File: src/rtl/cmt_pkg.sv
package cmt_pkg;

  localparam logic [2:0] SEL_SYS      = 3'b000;
  localparam logic [2:0] SEL_DIV      = 3'b001;
  localparam logic [2:0] SEL_EXT_RAW  = 3'b010;
  localparam logic [2:0] SEL_EXT_SYNC = 3'b011;

  typedef struct packed {
    logic       en;
    logic [2:0] sel;
    logic       mode;
  } ctrl_t;

endpackage

File: src/rtl/cmt_prescaler.sv
module cmt_prescaler #(
  parameter int unsigned PRESC_W = 2
) (
  input  logic clk_i,
  input  logic rst_ni,
  output logic tick_o
);

  logic [PRESC_W-1:0] div_q;
  logic [PRESC_W-1:0] div_d;

  always_comb begin
    div_d = div_q + 1'b1;
  end

  always_ff @(posedge clk_i or negedge rst_ni) begin
    if (!rst_ni) begin
      div_q <= '0;
    end else begin
      div_q <= div_d;
    end
  end

  assign tick_o = &div_q;

endmodule

File: src/rtl/cmt_ext_sync.sv
module cmt_ext_sync #(
  parameter int unsigned STAGES = 2
) (
  input  logic clk_i,
  input  logic rst_ni,
  input  logic async_i,
  output logic rise_o
);

  logic [STAGES:0] chain_q;
  logic            last_q;

  assign chain_q[0] = async_i;

  for (genvar i = 0; i < STAGES; i++) begin : g_stage
    always_ff @(posedge clk_i or negedge rst_ni) begin
      if (!rst_ni) begin
        chain_q[i+1] <= 1'b0;
      end else begin
        chain_q[i+1] <= chain_q[i];
      end
    end
  end

  always_ff @(posedge clk_i or negedge rst_ni) begin
    if (!rst_ni) begin
      last_q <= 1'b0;
    end else begin
      last_q <= chain_q[STAGES];
    end
  end

  assign rise_o = chain_q[STAGES] & ~last_q;

endmodule

File: src/rtl/cmt_counter.sv
module cmt_counter #(
  parameter int unsigned CNT_W = 8
) (
  input  logic             clk_i,
  input  logic             rst_ni,
  input  logic             run_i,
  input  logic             tick_i,
  input  logic             start_i,
  input  logic             cmp_we_i,
  input  logic [CNT_W-1:0] cmp_i,
  input  logic             irq_clr_i,
  output logic [CNT_W-1:0] cnt_o,
  output logic             irq_o
);

  logic [CNT_W-1:0] cnt_q, cnt_d;
  logic             pend_q, pend_d;
  logic             irq_q, irq_d;
  logic             hit;

  always_comb begin
    cnt_d  = cnt_q;
    pend_d = pend_q;
    hit    = 1'b0;
    if (start_i) begin
      cnt_d  = '0;
      pend_d = 1'b0;
    end else if (run_i) begin
      if (tick_i) begin
        if (cnt_q == cmp_i) begin
          cnt_d = '0;
          hit   = 1'b1;
        end else begin
          cnt_d = cnt_q + 1'b1;
        end
      end
    end else begin
      if (tick_i) begin
        if (pend_q) begin
          cnt_d = '0;
        end
        pend_d = 1'b0;
      end
      if (cmp_we_i) begin
        pend_d = 1'b1;
      end
    end
  end

  always_comb begin
    irq_d = irq_q;
    if (irq_clr_i) begin
      irq_d = 1'b0;
    end
    if (hit) begin
      irq_d = 1'b1;
    end
  end

  always_ff @(posedge clk_i or negedge rst_ni) begin
    if (!rst_ni) begin
      cnt_q  <= '0;
      pend_q <= 1'b0;
      irq_q  <= 1'b0;
    end else begin
      cnt_q  <= cnt_d;
      pend_q <= pend_d;
      irq_q  <= irq_d;
    end
  end

  assign cnt_o = cnt_q;
  assign irq_o = irq_q;

endmodule

File: src/rtl/cmp_interval_timer.sv
module cmp_interval_timer
  import cmt_pkg::*;
#(
  parameter int unsigned CNT_W       = 8,
  parameter int unsigned PRESC_W     = 2,
  parameter int unsigned SYNC_STAGES = 2
) (
  input  logic             clk_i,
  input  logic             rst_ni,
  input  logic             ctrl_we_i,
  input  logic             ctrl_en_i,
  input  logic [2:0]       ctrl_sel_i,
  input  logic             ctrl_mode_i,
  input  logic             cmp_we_i,
  input  logic [CNT_W-1:0] cmp_data_i,
  input  logic             irq_clr_i,
  input  logic             ext_clk_i,
  input  logic             ext_tick_i,
  output logic [CNT_W-1:0] count_o,
  output logic             irq_o
);

  localparam int unsigned RST_STAGES = 2;

  // reset: asserted asynchronously, released on the clock
  logic [RST_STAGES-1:0] rst_pipe_q;
  logic                  rst_sync_n;

  always_ff @(posedge clk_i or negedge rst_ni) begin
    if (!rst_ni) begin
      rst_pipe_q <= '0;
    end else begin
      rst_pipe_q <= {rst_pipe_q[RST_STAGES-2:0], 1'b1};
    end
  end

  assign rst_sync_n = rst_pipe_q[RST_STAGES-1];

  // control and compare registers
  ctrl_t            ctrl_q, ctrl_d;
  logic [CNT_W-1:0] cmp_q, cmp_d;

  always_comb begin
    ctrl_d = ctrl_q;
    cmp_d  = cmp_q;
    if (ctrl_we_i) begin
      ctrl_d.en   = ctrl_en_i;
      ctrl_d.sel  = ctrl_sel_i;
      ctrl_d.mode = ctrl_mode_i;
    end
    if (cmp_we_i) begin
      cmp_d = cmp_data_i;
    end
  end

  always_ff @(posedge clk_i or negedge rst_sync_n) begin
    if (!rst_sync_n) begin
      ctrl_q <= '0;
      cmp_q  <= '0;
    end else begin
      ctrl_q <= ctrl_d;
      cmp_q  <= cmp_d;
    end
  end

  // count sources
  logic div_tick;
  logic sync_tick;
  logic tick;
  logic run;
  logic start;

  cmt_prescaler #(.PRESC_W(PRESC_W)) u_presc (
    .clk_i  (clk_i),
    .rst_ni (rst_sync_n),
    .tick_o (div_tick)
  );

  cmt_ext_sync #(.STAGES(SYNC_STAGES)) u_sync (
    .clk_i   (clk_i),
    .rst_ni  (rst_sync_n),
    .async_i (ext_clk_i),
    .rise_o  (sync_tick)
  );

  always_comb begin
    case (ctrl_q.sel)
      SEL_SYS:      tick = 1'b1;
      SEL_DIV:      tick = div_tick;
      SEL_EXT_RAW:  tick = ext_tick_i;
      SEL_EXT_SYNC: tick = sync_tick;
      default:      tick = 1'b0;
    endcase
  end

  assign run   = ctrl_q.en & ~ctrl_q.mode;
  assign start = ctrl_we_i & ctrl_en_i & ~ctrl_q.en;

  cmt_counter #(.CNT_W(CNT_W)) u_cnt (
    .clk_i     (clk_i),
    .rst_ni    (rst_sync_n),
    .run_i     (run),
    .tick_i    (tick),
    .start_i   (start),
    .cmp_we_i  (cmp_we_i),
    .cmp_i     (cmp_q),
    .irq_clr_i (irq_clr_i),
    .cnt_o     (count_o),
    .irq_o     (irq_o)
  );

endmodule

File: config.mk
export PLATFORM = sky130hd
export DESIGN_NAME = cmp_interval_timer
export DESIGN_NICKNAME = d
export VERILOG_FILES = /design/src/rtl/cmt_pkg.sv /design/src/rtl/cmt_prescaler.sv /design/src/rtl/cmt_ext_sync.sv /design/src/rtl/cmt_counter.sv /design/src/rtl/cmp_interval_timer.sv
export SDC_FILE = /design/constraint.sdc
export NUM_CORES = 1
export LEC_CHECK = 0
export BUFFER_PORTS_ARGS = -buffer_cell sky130_fd_sc_hd__buf_2
export CAP_MARGIN = 15
export CORE_MARGIN = 5
export CORE_UTILIZATION = 30
export DETAILED_ROUTE_END_ITERATION = 10
export HOLD_SLACK_MARGIN = 0.12
export PLACE_DENSITY = 0.51
export SYNTH_ARGS = -nofsm -noshare
export SYNTH_HDL_FRONTEND = slang
export SYNTH_SLANG_ARGS = --single-unit
File: constraint.sdc
create_clock -name clk_i -period 1.1 [get_ports clk_i]
set_input_delay 0.22 -clock clk_i [delete_from_list [all_inputs] [get_ports clk_i]]
set_output_delay 0.22 -clock clk_i [all_outputs]
set_load 0.02 [all_outputs]
==> impl_metrics.tcl <==
set metrics [dict create \
    status "finished, violations left" \
    violations "setup timing" \
    yosys-mux-area-fraction_pct 9.532 \
    dp_hpwl_um 2302 \
    start_util_pct 30.42 \
    cp_max_fo 8 \
    totalWireLength_um 3382 \
    die_h_um 78.74 \
    grt_pass1_wl_um 5499 \
    fin_ws_ps -447.5 \
    power.density_nw_per_um2 1442 \
    postPlaceCellArea_um2 1745 \
    place_congestion 0.9414 \
    setup_tns_ps -4802 \
    synthesis.area_um2 1418 \
    p_total_mw 3.207 \
    nFillCells 410 \
    synthSimpleGateAreaFrac_pct 15.89 \
    core_area_um2 4661 \
    pin_count 29 \
    fp.dieW_um 78.74 \
    synth_warnings 0 \
    synth-adder-area-share_pct 1.765 \
    yosysSeqAreaShare_pct 52.96 \
    grt_pass1_vias 1158 \
    cp-end-kind "register" \
    post-route-min-period_ps 1548 \
    drive_gt1_share_pct 56.91 \
    synth-compound-area-share_pct 12.44 \
    pre_cts_slack_ps -511.0 \
    fmax_ghz 0.6462 \
    clk_latency_ps 290 \
    cp-start-kind "register" \
    final_common_cell "dfrtp_1" \
    dr.pass1.iters 6 \
    route.vias.total 1116 \
    diodes 0 \
    viasPerCell 4.749 \
    max_cap_viol_count 0 \
    synth-xor-area-share_pct 4.943 \
    arrival_ps 1710 \
    rows 25 \
    hold_class "input port to register" \
    cts_root_buffer "clkbuf_8" \
    cts_tree "done" \
    clock_sinks 30 \
    ys_seq_elements 30 \
    cp.required_ps 1270 \
    ant_nets 0 \
    max-vdd-ir-drop_v 0.0004506 \
    p_leak_nw 0.9890 \
    seq_area_um2 752.0 \
    cts_buffers 5 \
    synth_cell_types 32 \
    final_area_um2 2223 \
    path_class "register to register" \
    synth_cells 114 \
    synthFlopType "dfrtp_1" \
    fin_nets 202 \
    rsz0062_at_grt "true" \
    final_cell_mix "dfrtp_1, buf_2, buf_6" \
    antenna_found_initial 0 \
    grt-ovfl-total 0 \
    clk_path_buf_depth 2 \
    async_reset_ff_share_pct 100.0 \
    synth_edf_count 0 \
    postSynthAreaPerCell_um2 12.44 \
    multi_input_area_um2 750.7 \
    hold_violations 0 \
    clk_pin_slew_ps 70 \
    skew_ps 6.175 \
    area_delta_synth_final_pct 56.84 \
    synth_top_family_by_area "simple AND/OR/NAND/NOR gates" \
    drtIter0Drc 62 \
    syn_nets 136 \
    die-area_um2 6200 \
    grt_max_degree 29 \
    htreeDepth 2 \
    io_buffers 28 \
    groute.usage.overall_pct 11.65 \
    slew_viol_final 0 \
    setup_viol 18 \
    wl_per_cell_um 14.39 \
    whs_ps 160.3 \
    drc 0 \
    final.period_utilization_pct 140.7 \
]
area by class of cell:
type	count	share of cell area [%]
timing repair buffer	60	21.95
sequential	30	33.82
inverter	6	1.013
tap	54	3.039
clock inverter	2	2.701
multi-input combinational	77	33.76
clock buffer	6	3.714
stage by stage:
stage / util, % / std cells
finish: 47.70 / 235
global placement: 37.45 / 210
global route: 47.70 / 235
CTS: 46.28 / 229
floorplan: - / 114
detailed placement: 37.45 / 210
routing by layer:
metal / vias up / share of wire [%] / track usage, %
li1: 539 / - / -
met4: 0 / 2.1 / 6.818
met2: 29 / 49 / 17.91
met1: 541 / 44 / 14.99
met5: - / 0 / 0
met3: 7 / 4.2 / 2.608
where the power goes:
group	switching, mW	leakage, nW	internal (mW)
registers	0.0626	0.374	1.18
clock network	0.434	0.0714	0.966
logic	0.273	0.544	0.290
registers in the layout (all words and copies together), names as in the netlist:
signal / cells
u_cnt.irq_o: 1
u_sync.chain_q: 2
cmp_q: 8
u_cnt.cnt_o: 8
u_presc.div_q: 2
u_sync.last_q: 1
ctrl_q: 5
rst_pipe_q: 2
u_cnt.pend_q: 1
synthesized netlist by cell type (2+ instances only):
cell,instances,area [um^2]
dfrtp_1,30,750.7
nand2_1,6,22.52
nor2_1,4,15.01
nor4_4,2,42.54
xor2_1,8,70.07
nand4_1,3,18.77
inv_1,6,22.52
o21ai_0,8,40.04
ha_1,2,25.02
nand2b_1,3,18.77
mux2_2,12,135.1
nand3_1,7,35.03
a211oi_1,3,22.52
o22ai_1,2,12.51
what timing repair did:
action	in CTS	in global routing
pin swaps	10	5
setup buffers	7	9
hold endpoints to repair	4	0
gates cloned	1	0
gates resized for setup	47	8
hold buffers	3	0
endpoints found under the setup margin	18	18
cells by family after synthesis:
group | after synthesis
simple gates | 33
flops | 30
compound gates | 20
mux | 12
xor+xnor | 8
buf+inv | 8
fa+ha+maj | 2
other cells | 1
worst max-delay path: stages, from the launching register on:
cell and delay (ps):
dfrtp_2 440, xor2_2 160, nor4_4 280, buf_6 170, nand2_8 80, nand3_4 100
buf_6 120, o22ai_1 70
final timing paths:
path	startpoint	end	slack (ps)	cells after the start
worst min register to register	rst_pipe_q[1]	ctrl_q[2]	240	1
worst max-delay path	u_cnt.cnt_o[5]	u_cnt.cnt_o[7]	-450	7
max in group asynchronous	rst_pipe_q[1]	u_cnt.cnt_o[5]	570	1
min in group asynchronous	rst_pipe_q[1]	ctrl_q[2]	240	1
worst max register to register	u_cnt.cnt_o[5]	u_cnt.cnt_o[7]	-450	7
worst min-delay path	ctrl_sel_i[2]	ctrl_q[3]	160	2
Power figures use the tool's default switching activity.
